### src/rtl/mtc_pkg.sv
package mtc_pkg;
  parameter int unsigned DEF_NUM_CAND = 26;
  parameter int unsigned DEF_NUM_LVL  = 6;
  parameter int unsigned DEF_CODE_W   = 3;
  parameter int unsigned DEF_CNT_W    = 3;

  function automatic int unsigned sum_width(input int unsigned n);
    return $clog2(n + 1);
  endfunction
endpackage

### src/rtl/mtc_cand_decode.sv
module mtc_cand_decode #(
  parameter int unsigned NUM_LVL = mtc_pkg::DEF_NUM_LVL,
  parameter int unsigned CODE_W  = mtc_pkg::DEF_CODE_W
) (
  input  logic               live,
  input  logic               sup,
  input  logic [CODE_W-1:0]  code,
  output logic [NUM_LVL-1:0] therm
);
  logic in_range;
  assign in_range = (int'(code) >= 1) && (int'(code) <= int'(NUM_LVL));

  for (genvar l = 0; l < NUM_LVL; l++) begin : g_lvl
    assign therm[l] = live && !sup && in_range && (int'(code) >= l + 1);
  end
endmodule

### src/rtl/mtc_level_count.sv
module mtc_level_count #(
  parameter int unsigned NUM_CAND = mtc_pkg::DEF_NUM_CAND,
  parameter int unsigned SUM_W    = mtc_pkg::sum_width(NUM_CAND)
) (
  input  logic                clk,
  input  logic                rst,
  input  logic [NUM_CAND-1:0] hits,
  output logic [SUM_W-1:0]    sum_q
);
  logic [SUM_W-1:0] sum_d;

  always_comb begin
    sum_d = '0;
    for (int i = 0; i < NUM_CAND; i++) begin
      sum_d = sum_d + SUM_W'(hits[i]);
    end
  end

  always_ff @(posedge clk) begin
    if (rst) sum_q <= '0;
    else     sum_q <= sum_d;
  end
endmodule

### src/rtl/mtc_saturate.sv
module mtc_saturate #(
  parameter int unsigned SUM_W = 5,
  parameter int unsigned CNT_W = mtc_pkg::DEF_CNT_W
) (
  input  logic [SUM_W-1:0] raw,
  output logic [CNT_W-1:0] cnt
);
  localparam int unsigned CNT_MAX = (1 << CNT_W) - 1;

  if (SUM_W > CNT_W) begin : g_clamp
    assign cnt = (raw > SUM_W'(CNT_MAX)) ? CNT_W'(CNT_MAX) : raw[CNT_W-1:0];
  end else begin : g_pass
    assign cnt = CNT_W'(raw);
  end
endmodule

### src/rtl/thr_mult_counter.sv
module thr_mult_counter #(
  parameter int unsigned NUM_CAND = mtc_pkg::DEF_NUM_CAND,
  parameter int unsigned NUM_LVL  = mtc_pkg::DEF_NUM_LVL,
  parameter int unsigned CODE_W   = mtc_pkg::DEF_CODE_W,
  parameter int unsigned CNT_W    = mtc_pkg::DEF_CNT_W
) (
  input  logic                       clk,
  input  logic                       rst,
  input  logic                       in_valid,
  input  logic [NUM_CAND*CODE_W-1:0] cand_code,
  input  logic [NUM_CAND-1:0]        cand_sup,
  output logic [NUM_LVL*CNT_W-1:0]   mult_word,
  output logic                       mult_valid
);
  localparam int unsigned SUM_W  = mtc_pkg::sum_width(NUM_CAND);
  localparam int unsigned WORD_W = NUM_LVL * CNT_W;

  logic [NUM_LVL-1:0]  therm    [NUM_CAND];
  logic [NUM_CAND-1:0] lvl_hits [NUM_LVL];
  logic [SUM_W-1:0]    lvl_sum  [NUM_LVL];
  logic [WORD_W-1:0]   word_d;
  logic                valid_s1;

  // Stage 0: per-candidate thermometer decode with suppress/valid masking
  for (genvar c = 0; c < NUM_CAND; c++) begin : g_cand
    mtc_cand_decode #(.NUM_LVL(NUM_LVL), .CODE_W(CODE_W)) u_dec (
      .live  (in_valid),
      .sup   (cand_sup[c]),
      .code  (cand_code[c*CODE_W +: CODE_W]),
      .therm (therm[c])
    );
    for (genvar l = 0; l < NUM_LVL; l++) begin : g_tr
      assign lvl_hits[l][c] = therm[c][l];
    end
  end

  // Stage 1: registered per-level population count; stage 2 input: clamp
  for (genvar l = 0; l < NUM_LVL; l++) begin : g_lvl
    mtc_level_count #(.NUM_CAND(NUM_CAND), .SUM_W(SUM_W)) u_cnt (
      .clk   (clk),
      .rst   (rst),
      .hits  (lvl_hits[l]),
      .sum_q (lvl_sum[l])
    );
    mtc_saturate #(.SUM_W(SUM_W), .CNT_W(CNT_W)) u_sat (
      .raw (lvl_sum[l]),
      .cnt (word_d[l*CNT_W +: CNT_W])
    );
  end

  always_ff @(posedge clk) begin
    if (rst) begin
      valid_s1   <= 1'b0;
      mult_valid <= 1'b0;
      mult_word  <= '0;
    end else begin
      valid_s1   <= in_valid;
      mult_valid <= valid_s1;
      mult_word  <= word_d;
    end
  end
endmodule

### config.mk
export PLATFORM = sky130hd
export DESIGN_NAME = thr_mult_counter
export DESIGN_NICKNAME = d
export VERILOG_FILES = /design/src/rtl/mtc_pkg.sv /design/src/rtl/mtc_cand_decode.sv /design/src/rtl/mtc_level_count.sv /design/src/rtl/mtc_saturate.sv /design/src/rtl/thr_mult_counter.sv
export SDC_FILE = /design/constraint.sdc
export NUM_CORES = 1
export LEC_CHECK = 0
export BUFFER_PORTS_ARGS = -buffer_cell sky130_fd_sc_hd__buf_2
export CORE_ASPECT_RATIO = 1.4
export CORE_MARGIN = 10
export CORE_UTILIZATION = 52
export CTS_BUF_LIST = sky130_fd_sc_hd__clkbuf_16
export DETAILED_ROUTE_END_ITERATION = 8
export PLACE_DENSITY = 0.84
export SYNTH_ARGS = -nofsm -noshare
export SYNTH_HDL_FRONTEND = slang
export SYNTH_SLANG_ARGS = --single-unit
### constraint.sdc
create_clock -name clk -period 4.5 [get_ports clk]
set_input_delay 0 -clock clk [delete_from_list [all_inputs] [get_ports clk]]
set_output_delay 0 -clock clk [all_outputs]
set_load 0.03 [all_outputs]
After elaboration in Yosys (flattened, before gate mapping)
Index checks and enable logic that the tools add are counted.
Widths: inputs -> output; s select.
- register bits: 50
- latch bits: 0
- bits in writable memories: 0
- memory bits (read-only): 0
- bits of input ports: 107
- memories: 0
- add/sub/neg operators: 150
- $mul: 0
- div/mod/pow operators: 0
- magnitude comparators: 188
- eq/ne operators: 0
- shifts and indexed selects: 0
- muxes and demuxes: 6
- bitwise gates (word level): 0
- reduce and logical (&&, ||, !) cells: 260
- operators by type and width (cell ; count):
    $add 5x1->5 ; 144
    $ge 3x3->1 const B ; 78
    $logic_and 1x1->1 ; 234
    $ge 3x2->1 const B ; 52
    $ge 3x1->1 const B ; 26
    $le 3x3->1 const B ; 26
    $gt 5x3->1 const B ; 6
    $logic_not 1->1 ; 26
    $mux 3 ; 6
    $add 1x1->2 ; 6

Logic depth before layout (Yosys ltp)
- depth in word-level cells: 29
- gate-level depth with buffers: 19

Modules after synthesis
Synthesis repeated with hierarchy kept, for this count alone.
- cells, all modules: 914
- area, all modules: 8749.6 um2
- modules (own cells, without submodules) (module ; times used ; cells each ; area each (um2) ; seq. area each (um2)):
    mtc_level_count at g_lvl[0].u_cnt ... ; 5 ; 73 ; 778.2 ; 100.1
    mtc_cand_decode ; 26 ; 16 ; 128.9 ; 0.0
    mtc_level_count at g_lvl[3].u_cnt ; 1 ; 73 ; 777.0 ; 100.1
    thr_mult_counter ; 1 ; 42 ; 618.1 ; 400.4
    mtc_saturate ; 6 ; 3 ; 18.8 ; 0.0

Worst setup path before layout
No wires, ideal clock.
- kind: in2reg
- from: input in_valid
- to: register g_lvl[5].u_cnt.sum_q[4]
- data arrival time: 4593 ps
- required time: 4383 ps
- path slack: -210 ps
- stages on the path: 16
- path buffers: 1
- cell sequence: buf_2 and4b_1 and2_1 ha_1 inv_1 fa_1 fa_1 fa_1 fa_1 inv_1 fa_1 fa_1 fa_1 a21o_1 a21oi_1 nor2_1
- longest elaborated chain between the ends: 28
- ends and longest elaborated chain (element ; line ; RTL):
    start: declaration ; thr_mult_counter.sv:9 ; input logic in_valid,
    $logic_and 1x1->1 (3 in a row) ; mtc_cand_decode.sv:14 ; assign therm[l] = live && !sup && in_range && (int'(code) >= l + 1);
    $add 1x1->2 ; mtc_level_count.sv:15 ; sum_d = sum_d + SUM_W'(hits[i]);
    $add 5x1->5 (23 in a row) ; mtc_level_count.sv:15 ;
    $add 5x1->5 * ; mtc_level_count.sv:15 ;
    end signal: assignment ; mtc_level_count.sv:21 ; else sum_q <= sum_d;
    end: declaration ; mtc_level_count.sv:8 ; output logic [SUM_W-1:0] sum_q
Mark *: on every way between the ends. The rest lies on a longest branch, timed or not.
A chain may end at the register's enable or synchronous reset.

Worst setup path after layout
- from: input in_valid
- to: register g_lvl[4].u_cnt.sum_q[4]
- longest elaborated chain between the ends: 28
- ends and longest elaborated chain (element ; line):
    $logic_and 1x1->1 (3 in a row) ; mtc_cand_decode.sv:14
    $add 1x1->2 ; mtc_level_count.sv:15
    $add 5x1->5 (23 in a row) ; mtc_level_count.sv:15
    $add 5x1->5 * ; mtc_level_count.sv:15
    end signal: assignment ; mtc_level_count.sv:21
    end: declaration ; mtc_level_count.sv:8
Marks and branches as above.

==> impl_results.md <==
* Pre-CTS setup slack at -0.4653 ns
* Final Slew Violations at 0
* # Max-Cap Violations at 0
* Peak VDD IR at 0.2534 mV
* Placed cells at 1107
* CTS Root Buffer Type: clkbuf_16
* Part of the power in registers at 0.227
* Clock power frac at 0.137
* Syn avg cell area at 8.580 sq um
* Fin Setup TNS at 0 ns
* Area growth syn-to-layout at 26.82%
* # hold bufs at CTS at 0
* Static Leak at 0.004257 uW
* Die Width at 115.4 um
* Initial antenna violation count at 1
* DRT iter0 DRCs at 351
* Syn nets at 1029
* Psw at 1091 uW
* Clk_lat worst skew at 0.29 ns
* Slack of the critical path at 0.05112 ns
* R2r endpoint: mult_word[1]
* # rows at 48
* Die area at 17720 sq um
* XOR/XNOR Fraction of Synth Area at 0.02645
* TritonCTS buffer count at 5
* Combinational power share at 0.636
* Final WL at 18.75 mm
* CTS tree: yes
* Switching share of power at 0.4234
* Hold Path Origin: in_valid
* Max Clock Freq at 224.8 MHz
* Crit-path max cell delay at 0.57 ns
* Residual DRC count at 0
* Compound-Gate Fraction of Synth Area at 0.07801
* Via density at 5.315
* Core Region at 12430 sq um
* Vias in the first global route at 6403
* Synth warn at 0
* Hold WS at 0.2012 ns
* Chip height at 153.5 um
* Critical path arrival at 4.59 ns
* P per Cell Area at 306.8 nW/um^2
* Clock skew at 0.003917 ns
* Grt ovf at 0
* Placer congestion estimate at 0.9733
* Cell Count, Final, Fillers Out at 1121
* Worst hold stages at 4
* Slowest-stage cell, CP: fa_1
* HPWL Detailed at 16.23 mm
* Worst r2r src: g_lvl[0].u_cnt.sum_q[3]
* Clock sinks at 50
* Worst Tran Pin Value at 0.9397 ns
* Clock slew at reported path FFs at 0.06 ns
* PortBufs at 125
* Synth Area in Adders at 0.4125
* Main combinational cell family by area after synthesis: adder cells
* CP Capture Type: flip-flop
* Hold crit path type: input port to flip-flop
* H-tree levels at 2
* Final Critical Period at 4.449 ns
* Layout cell share with drive strength beyond 1 at 0.2938
* CP startpoint kind: input port
* Simple-Gate Fraction of Synth Area at 0.2261
* Mux cell area share after synthesis at 0.005100
* RSZ-0062 raised after global routing: true
* Seq cells post-synth at 50
* Number of library cell types mapped by synthesis at 42
* Final Util at 0.6757
* Register area share after synthesis at 0.1511
* Routed vias at 5958
* Register-to-register setup slack at 3.75 ns
* Synth Cell Area at 6624 sq um
* CP Cell Sequence: buf_12 > buf_12 > buf_8 > and2b_2 > and3_4 > o21ai_2 > fa_1 > fa_1 > fa_1 > fa_1 > inv_2 > fa_1 > fa_2 > fa_2 > a21o_1 > a21oi_2 > nor2_1
* Final Hold Fails at 0
* Synth Instances at 772
* Critical path peak fanout at 6
* Ports at 126
* Total GRT Usage at 0.2076
* Hold-critical path endpoint: valid_s1
* P_int at 1486 uW
* # setup viols final at 0
* Most used cell, CP: fa_1
* Status: complete, no violations
* Worst EP required at 4.64 ns
* Path depth of the worst reg2reg path at 2
* Crit path kind: input port to flip-flop
* First-pass GRT wire length at 29.50 mm
* Final net count at 1226
* DRT antenna net count at 0
* Worst-case clock buffer depth at 2
* Fin crit share at 0.9886
* Largest net degree at the start of global routing at 54
* Routed len/inst at 16.73 um
* Max_slew headroom at 0.3735
* Initial Util at 0.5328
* Drt first pass iters at 5
[placed cells by master (no fill, tap or decap), types with 7 or more instances in the layout]
cell,n
a21o_1,7
a21oi_1,23
and2_1,7
and3_1,22
buf_2,122
buf_4,73
dfxtp_1,50
fa_1,101
fa_2,13
ha_1,36
inv_1,155
inv_2,11
nand2_1,43
nand3_1,29
nor2_1,61
nor2b_1,19
nor3_1,38
o21ai_0,19
or3_1,8
xnor2_1,10
xor2_1,9
[critical path, delay by kind of cell]
family	cells	cell delay, ns
buffers and inverters	4	0.43
AO/OA/AOI/OAI	3	0.34
AND/OR/NAND/NOR	3	0.42
adder cells (fa/ha/maj)	7	3.38
[state kept, by name, summed over array words and instances (netlist names)]
register / flops
g_lvl.u_cnt.sum_q: 30
mult_valid: 1
mult_word: 18
valid_s1: 1
[worst max path at each step]
| stage | end | start | slack (ns) |
|---|---|---|---|
| finish | g_lvl[4].u_cnt.sum_q[4] | in_valid | 0.05 |
| global route | g_lvl[1].u_cnt.sum_q[4] | in_valid | -0.08 |
| CTS | g_lvl[2].u_cnt.sum_q[1] | in_valid | -0.03 |
| detailed placement | g_lvl[2].u_cnt.sum_q[1] | in_valid | -0.47 |
| global placement | g_lvl[2].u_cnt.sum_q[1] | in_valid | -0.34 |
| floorplan | g_lvl[0].u_cnt.sum_q[4] | in_valid | 0.005 |
[cells in the mapped netlist, drive strengths merged]
cell type / instances / area [sq um]
a21o: 7 / 52.55
or2: 6 / 37.54
nor3: 45 / 230.2
fa: 114 / 2282
and2b: 7 / 52.55
or3: 8 / 50.05
or3b: 3 / 26.28
inv: 166 / 623.1
mux2: 3 / 33.78
or4: 2 / 22.52
nand3b: 6 / 45.04
and2: 7 / 43.79
buf: 6 / 32.53
o21ai: 26 / 130.1
nor3b: 2 / 15.01
nand3: 31 / 155.2
nor4: 1 / 6.260
dfxtp: 50 / 1001
nand2: 45 / 168.9
and4b: 2 / 20.02
clkbuf: 3 / 11.26
nand2b: 4 / 25.02
xor2: 9 / 78.83
a311o: 1 / 10.01
and3: 26 / 162.7
o31ai: 1 / 7.510
xnor2: 11 / 96.34
a2111oi: 2 / 30.03
o21a: 4 / 30.03
nand4b: 1 / 8.760
o211ai: 6 / 45.04
o21bai: 4 / 30.03
a21oi: 29 / 145.1
nor2b: 27 / 168.9
ha: 36 / 450.4
a311oi: 3 / 26.28
nor2: 65 / 244.0
o211a: 1 / 10.01
or2b: 2 / 15.01
[final cells by class]
| type | instances | area, sq um |
|---|---|---|
| antenna | 1 | 2.502 |
| clock buffer | 5 | 125.1 |
| clock inverter | 3 | 12.51 |
| fill | 984 | 4031 |
| inverter | 166 | 628.1 |
| multi-input combinational | 547 | 5219 |
| sequential | 50 | 1001 |
| tap | 150 | 187.7 |
| timing repair buffer | 199 | 1225 |
[what timing repair did]
item                       4_1_cts  5_1_grt
resized for setup               20       66
setup buffers                    1        4
pin swaps                       20       66
setup endpoints to repair       17       23
[logic make-up after synthesis]
family | Yosys count
flops | 50
compound gates | 84
simple gates | 290
xor+xnor | 20
fa+ha+maj | 150
mux | 3
buf+inv | 175
[stage by stage]
| stage | cell area, sq um | total power [uW] |
|---|---|---|
| 2_1_floorplan | 6663 | 1662 |
| 3_3_place_gp | 7959 | 2043 |
| 3_5_place_dp | 7959 | 2135 |
| 4_1_cts | 8180 | 2510 |
| 5_1_grt | 8401 | 2847 |
| 6_report | 8401 | 2577 |
[metal layers]
layer | vias up | GRT usage | wire length (um)
met5 | - | 0 | 0
met4 | 0 | 0.1162 | 1156
met3 | 75 | 0.03933 | 1205
met2 | 237 | 0.3943 | 10240
met1 | 2819 | 0.1999 | 6152
li1 | 2827 | - | -
[power groups by stage]
stage	Combinational (uW)	Sequential (uW)	Clock [uW]
after floorplan	990	672	0
after global placement	1450	591	0
after detailed placement	1540	595	0
after CTS	1570	586	357
after global routing	1880	594	374
final	1640	585	352
Note: power is estimated with default switching activity, not from simulation.
